<file path="src/rtl/hexp_pkg.sv">
package hexp_pkg;
  typedef enum logic [2:0] {
    E_NONE = 3'd0, E_FRAME = 3'd1, E_DIGIT = 3'd2, E_SHORT = 3'd3,
    E_SUM = 3'd4, E_TYPE = 3'd5, E_LEN = 3'd6
  } err_e;

  typedef enum logic [2:0] {
    S_HUNT, S_HI, S_LO, S_EVAL, S_EMIT, S_EOF, S_ERR
  } state_e;

  localparam logic [7:0] T_DATA = 8'd0;
  localparam logic [7:0] T_EOF  = 8'd1;
  localparam logic [7:0] T_EXT  = 8'd4;
endpackage

</file>
<file path="src/rtl/hexp_char_class.sv">
module hexp_char_class (
  input  logic [7:0] ch_i,
  output logic       is_hex_o,
  output logic       is_term_o,
  output logic       is_colon_o,
  output logic [3:0] nib_o
);
  logic is_dec, is_upper;

  assign is_dec     = (ch_i >= 8'h30) && (ch_i <= 8'h39);
  assign is_upper   = (ch_i >= 8'h41) && (ch_i <= 8'h46);
  assign is_hex_o   = is_dec || is_upper;
  assign is_term_o  = (ch_i <= 8'h20);
  assign is_colon_o = (ch_i == 8'h3A);

  always_comb begin
    if (is_dec)        nib_o = ch_i[3:0];
    else if (is_upper) nib_o = ch_i[3:0] + 4'd9;
    else               nib_o = 4'd0;
  end
endmodule

</file>
<file path="src/rtl/hexp_payload_buf.sv">
module hexp_payload_buf #(
  parameter int DEPTH = 17
) (
  input  logic                     clk_i,
  input  logic                     we_i,
  input  logic [$clog2(DEPTH)-1:0] waddr_i,
  input  logic [7:0]               wdata_i,
  input  logic [$clog2(DEPTH)-1:0] raddr_i,
  output logic [7:0]               rdata_o
);
  logic [7:0] mem_q [DEPTH];

  always_ff @(posedge clk_i) begin
    if (we_i) mem_q[waddr_i] <= wdata_i;
  end

  assign rdata_o = mem_q[raddr_i];
endmodule

</file>
<file path="src/rtl/hex_rec_parser.sv">
module hex_rec_parser
  import hexp_pkg::*;
#(
  parameter int MAX_DATA = 16
) (
  input  logic        clk_i,
  input  logic        rst_ni,
  input  logic [7:0]  char_i,
  input  logic        char_valid_i,
  output logic        char_ready_o,
  output logic [7:0]  data_o,
  output logic [31:0] addr_o,
  output logic        data_valid_o,
  output logic        eof_o,
  output logic        err_o,
  output logic [2:0]  err_code_o
);
  localparam int DEPTH   = MAX_DATA + 1;      // payload plus checksum
  localparam int AW      = $clog2(DEPTH);
  localparam int MAX_LEN = MAX_DATA + 5;
  localparam int CW      = $clog2(MAX_LEN + 1);

  state_e         state_q;
  err_e           code_q;
  logic [3:0]     nib_q;
  logic [CW-1:0]  cnt_q;
  logic [7:0]     sum_q, cnt_fld_q, type_q, b4_q, b5_q;
  logic [15:0]    off_q, upper_q;
  logic [AW-1:0]  idx_q;

  logic       is_hex, is_term, is_colon, accept, buf_we;
  logic [3:0] nib;
  logic [7:0] byte_now, rd_data;
  logic [8:0] cnt9;

  hexp_char_class i_class (
    .ch_i(char_i), .is_hex_o(is_hex), .is_term_o(is_term),
    .is_colon_o(is_colon), .nib_o(nib)
  );

  assign char_ready_o = (state_q == S_HUNT) || (state_q == S_HI) || (state_q == S_LO);
  assign accept       = char_valid_i && char_ready_o;
  assign byte_now     = {nib_q, nib};
  assign cnt9         = 9'(cnt_q);
  assign buf_we       = accept && (state_q == S_LO) && is_hex &&
                        (cnt_q >= CW'(4)) && (cnt_q < CW'(MAX_LEN));

  hexp_payload_buf #(.DEPTH(DEPTH)) i_buf (
    .clk_i(clk_i), .we_i(buf_we), .waddr_i(AW'(cnt_q - CW'(4))),
    .wdata_i(byte_now), .raddr_i(idx_q), .rdata_o(rd_data)
  );

  always_ff @(posedge clk_i or negedge rst_ni) begin
    if (!rst_ni) begin
      state_q   <= S_HUNT;
      code_q    <= E_NONE;
      nib_q     <= '0;
      cnt_q     <= '0;
      sum_q     <= '0;
      cnt_fld_q <= '0;
      type_q    <= '0;
      b4_q      <= '0;
      b5_q      <= '0;
      off_q     <= '0;
      upper_q   <= '0;
      idx_q     <= '0;
    end else begin
      case (state_q)
        S_HUNT: if (accept) begin
          if (is_colon) begin
            state_q <= S_HI;
            cnt_q   <= '0;
            sum_q   <= '0;
          end else if (!is_term) begin
            state_q <= S_ERR;
            code_q  <= E_FRAME;
          end
        end
        S_HI: if (accept) begin
          if (is_hex) begin
            nib_q   <= nib;
            state_q <= S_LO;
          end else if (is_term) begin
            state_q <= S_EVAL;
          end else begin
            state_q <= S_ERR;
            code_q  <= E_DIGIT;
          end
        end
        S_LO: if (accept) begin
          if (!is_hex) begin
            state_q <= S_ERR;
            code_q  <= E_DIGIT;
          end else if (cnt_q == CW'(MAX_LEN)) begin
            state_q <= S_ERR;
            code_q  <= E_LEN;
          end else begin
            sum_q   <= sum_q + byte_now;
            cnt_q   <= cnt_q + CW'(1);
            state_q <= S_HI;
            if (cnt_q == CW'(0)) cnt_fld_q   <= byte_now;
            if (cnt_q == CW'(1)) off_q[15:8] <= byte_now;
            if (cnt_q == CW'(2)) off_q[7:0]  <= byte_now;
            if (cnt_q == CW'(3)) type_q      <= byte_now;
            if (cnt_q == CW'(4)) b4_q        <= byte_now;
            if (cnt_q == CW'(5)) b5_q        <= byte_now;
          end
        end
        S_EVAL: begin
          if (cnt_q < CW'(5)) begin
            state_q <= S_ERR;
            code_q  <= E_SHORT;
          end else if (sum_q != 8'd0) begin
            state_q <= S_ERR;
            code_q  <= E_SUM;
          end else if (type_q == T_EOF) begin
            state_q <= S_EOF;
          end else if (type_q == T_EXT) begin
            if (cnt9 != 9'd7) begin
              state_q <= S_ERR;
              code_q  <= E_LEN;
            end else begin
              upper_q <= {b4_q, b5_q};
              state_q <= S_HUNT;
            end
          end else if (type_q == T_DATA) begin
            if (cnt9 != {1'b0, cnt_fld_q} + 9'd5) begin
              state_q <= S_ERR;
              code_q  <= E_LEN;
            end else if (cnt_fld_q == 8'd0) begin
              state_q <= S_HUNT;
            end else begin
              idx_q   <= '0;
              state_q <= S_EMIT;
            end
          end else begin
            state_q <= S_ERR;
            code_q  <= E_TYPE;
          end
        end
        S_EMIT: begin
          if (9'(idx_q) + 9'd1 == {1'b0, cnt_fld_q}) state_q <= S_HUNT;
          idx_q <= idx_q + AW'(1);
        end
        default: ;
      endcase
    end
  end

  assign data_valid_o = (state_q == S_EMIT);
  assign data_o       = data_valid_o ? rd_data : 8'd0;
  assign addr_o       = {upper_q, off_q} + 32'(idx_q);
  assign eof_o        = (state_q == S_EOF);
  assign err_o        = (state_q == S_ERR);
  assign err_code_o   = code_q;
endmodule

</file>
<file path="config.mk">
export PLATFORM = sky130hd
export DESIGN_NAME = hex_rec_parser
export DESIGN_NICKNAME = d
export VERILOG_FILES = /design/src/rtl/hexp_pkg.sv /design/src/rtl/hexp_char_class.sv /design/src/rtl/hexp_payload_buf.sv /design/src/rtl/hex_rec_parser.sv
export SDC_FILE = /design/constraint.sdc
export NUM_CORES = 1
export LEC_CHECK = 0
export ABC_CLOCK_PERIOD_IN_PS = 3900
export BUFFER_PORTS_ARGS = -buffer_cell sky130_fd_sc_hd__clkbuf_2
export CORE_ASPECT_RATIO = 1.25
export CORE_MARGIN = 5
export CORE_UTILIZATION = 61
export DETAILED_ROUTE_END_ITERATION = 16
export GPL_TIMING_DRIVEN = 0
export MAX_ROUTING_LAYER = met4
export PLACE_DENSITY = 0.76
export SLEW_MARGIN = 20
export SYNTH_ARGS = -nofsm -noshare
export SYNTH_HDL_FRONTEND = slang
export SYNTH_SLANG_ARGS = --single-unit
export TNS_END_PERCENT = 20
</file>
<file path="constraint.sdc">
create_clock -name clk_i -period 3.9 [get_ports clk_i]
set_clock_uncertainty 0.2 [all_clocks]
set_input_delay 0.78 -clock clk_i [delete_from_list [all_inputs] [get_ports clk_i]]
set_output_delay 0.78 -clock clk_i [all_outputs]
set_load 0.03 [all_outputs]
</file>
==> metrics <==
status completed; CP Cell Sequence buf_4, buf_6, mux4_2, mux4_2, mux2i_1, nor2_1, clkbuf_2; Worst EP required a little under 3 ns; Remaining DRCs 0; Core Box Area around 18000 sq um; Final Max Tran Viols 0; Leak 5.02 nW; final worst-path cycle share 98.8%; FF+latch count, synth 228; row count 55; CTS tree built; Cells after Synth 794; Die X 130 um; Chip Height between 150 and 200 um; post-synth top area share 37.1%; drt via density about 6.3; Power per Cell Area ~370 nW/um^2; Peak supply drop 0.000306 V; crit path launch idx_q[0]; Mapped Nets 834; Vias about 7100; final hold vios 0; CP dominant cell by count mux4_2; max-cap violations 0; all-layer global routing usage a little over a quarter; setup violators final 0; Reg2Reg Capture Point i_buf.mem_q[16][0]; sequential area share after synthesis 58.1%; first-pass GRT wire length 41100 um; largest stage delay on the critical path 0.59 ns; largest net degree at the start of global routing 93; fmax 0.259 GHz; CP Capture Type output port; syn_area_per_cell 13.8 sq um; Initial DRT Pass Iterations 5; worst setup path endpoint data_o[6]; dpl hpwl 17700 um; Post-DRT Antenna Nets 0; max-slew headroom at the worst pin between 20 and 30%; Synth area leader edfxtp_1; Iteration-0 DRC Markers 593; # nets final 935; die footprint 20800 sq um; buffers added on ports 56; Yosys warning count 0; Clock Root Buffer clkbuf_16; Least-Margin Pin Slew 1.09 ns; Tmin final 3.85 ns; Clock Tree Buf Depth 3; antenna cells 0; worst reg2reg setup slack ~0.43 ns; Crit path depth 7; Total Wirelength 26500 um; initial antenna violation count 0; Worst R2R Start state_q[1]; Reg clk slew, reported paths approximately 0.060 ns; worst-path maximum fanout 10; layout cells sized above 1 just over 30%; synth unique cells 72; Mapped Area ~11000 sq um; data arrival time of the critical path roughly 2.9 ns; RSZ-0062 raised after global routing yes; R2R depth 6; Final Worst Setup Slack 0.0452 ns; Worst Hold Slack 0.135 ns; number of CTS-inserted buffers 22; synth-to-layout area growth 15.5%; vias in the first global route 7230; Critical Path Start Type register; num ports 58; worst skew pair latency 0.51 ns; GR Overflow Total 0; H-Tree Depth 1; DP Worst Slack -1.33 ns; Synth Flop Type edfxtp_1; Hold WC Path Type in -> async; kind of cell adding the most delay to the critical path multiplexers; initial core utilization 61.5%; WL/cell approximately 23 um; Buf+Inv Stages, Crit Path 3; clk sinks 228; ys async rst share between 40% and 50%; critical-path cell with the highest stage delay mux4_2; Post-CTS Hold Buffers 0; EDFF count, synth approximately 140; ranking of synthesized cells by area edfxtp_1, dfrtp_1, mux4_2; WS Path Type reg -> out; GPL Wtd Cong 0.935
## layer usage
layer | up-vias | wire [um] | GRT usage, %
li1 | 3200 | - | -
met1 | 3601 | 10100 | 32.3
met2 | 265 | 14400 | 46.4
met3 | 61 | 1290 | 2.81
met4 | 0 | 723 | 6.76
met5 | - | 0 | -
## through the flow
| stage | power [mW] | area, sq um | instances | setup TNS [ns] | util (%) |
|---|---|---|---|---|---|
| global placement | 2.65 | 11600 | 1078 | -13.97 | 64.8 |
| global route | 4.79 | 12700 | 1139 | -0.936 | 71.0 |
| finish | 4.65 | 12700 | 1139 | 0 | 71.0 |
| CTS | 4.67 | 12500 | 1129 | -0.0495 | 69.9 |
| detailed placement | 2.66 | 11600 | 1080 | -26.12 | 65.0 |
| floorplan | 2.62 | 11000 | 794 | -0.0958 | - |
## where the power goes
group	total, mW	leakage, nW	switching, mW	internal, mW
clock network	2.03	0.342	0.892	1.14
registers	2.54	2.53	0.0000135	2.54
logic	0.0770	2.15	0.0582	0.0188
## flip-flops by register name (all words and copies together) (netlist names)
| register | flops |
|---|---|
| i_buf.mem_q | 136 |
| off_q | 16 |
| upper_q | 16 |
| b4_q | 8 |
| b5_q | 8 |
| cnt_fld_q | 8 |
| sum_q | 8 |
| type_q | 8 |
| cnt_q | 5 |
| idx_q | 5 |
| nib_q | 4 |
| err_code_o | 3 |
| state_q | 3 |
## cell type report
class | count | area, sq um
Sequential cell | 228 | 6390
Buffer | 24 | 169
Timing Repair Buffer | 77 | 498
Inverter | 32 | 133
Multi-Input combinational cell | 510 | 4550
Clock buffer | 25 | 583
Tap cell | 228 | 285
Fill cell | 1221 | 5190
Clock inverter | 15 | 101
## cell usage after synthesis (all sizes together), types with 11 or more instances
library cell and count:
buf 12, o21ai 28, xor2 13, a21oi 21, dfrtp 92, nor3 13
clkbuf 13, ha 27, edfxtp 136, and3 11, xnor2 35, nor2 63
inv 32, mux4 40, nand2 51, nand3 24, mux2 63, nand4 12
## cell usage in the layout (no fill, tap or decap), types with 4 or more instances in the layout
cell type	instances
o21ai_0	26
clkbuf_1	11
mux4_2	40
nand2_1	48
nor2_1	59
buf_4	29
clkinv_1	4
buf_6	7
clkinv_2	8
mux2_2	62
clkbuf_2	46
nor3_1	11
or3_1	5
nand3_1	20
ha_1	27
xnor2_1	31
dfrtp_1	91
inv_1	29
and3_1	11
and4_1	4
mux2i_1	8
o21a_1	6
a21o_1	4
nand4_1	12
o211ai_1	5
nor2_2	4
clkbuf_16	24
a21oi_1	19
buf_2	4
nor2b_1	5
nor4_4	5
edfxtp_1	136
nand2b_1	4
xor2_1	12
## cell families (layout without fill, tap and decap cells)
group	after synthesis	count (layout)	share of synthesized area, %
DFF	228	228	58.1
and+or+nand+nor	220	221	10.8
muxes	111	111	15.4
AOI/OAI and AO/OA	101	101	6.35
buffers and inverters	57	173	2.16
xor gates and xnor gates	48	48	3.82
adders and majority gates	29	29	3.44
## worst register-to-register path, cell delays in order (launching register included)
cell     delay, ns
dfrtp_1       0.38
inv_1         0.15
nor3_1        0.60
o21ai_2       0.24
nor4b_2       0.44
nand2_1       0.25
nor4_2        0.82
## worst min path at each step
stage / start / endpoint / slack (ns) / cells past startpoint
final: rst_ni / upper_q[14] / 0.14 / 1
after global placement: off_q[3] / off_q[3] / 0.27 / 2
after floorplan: off_q[3] / off_q[3] / 0.26 / 2
after detailed placement: off_q[3] / off_q[3] / 0.29 / 2
after CTS: rst_ni / upper_q[5] / 0.15 / 1
after global routing: rst_ni / b5_q[5] / 0.20 / 1
## repair_timing
item                       in CTS  in global routing
resized for setup              30                 42
setup buffers                   8                 11
pin swaps                       4                  8
cloned                          1                  0
setup endpoints to repair      30                 35
Note: power is estimated with default switching activity, not from simulation.
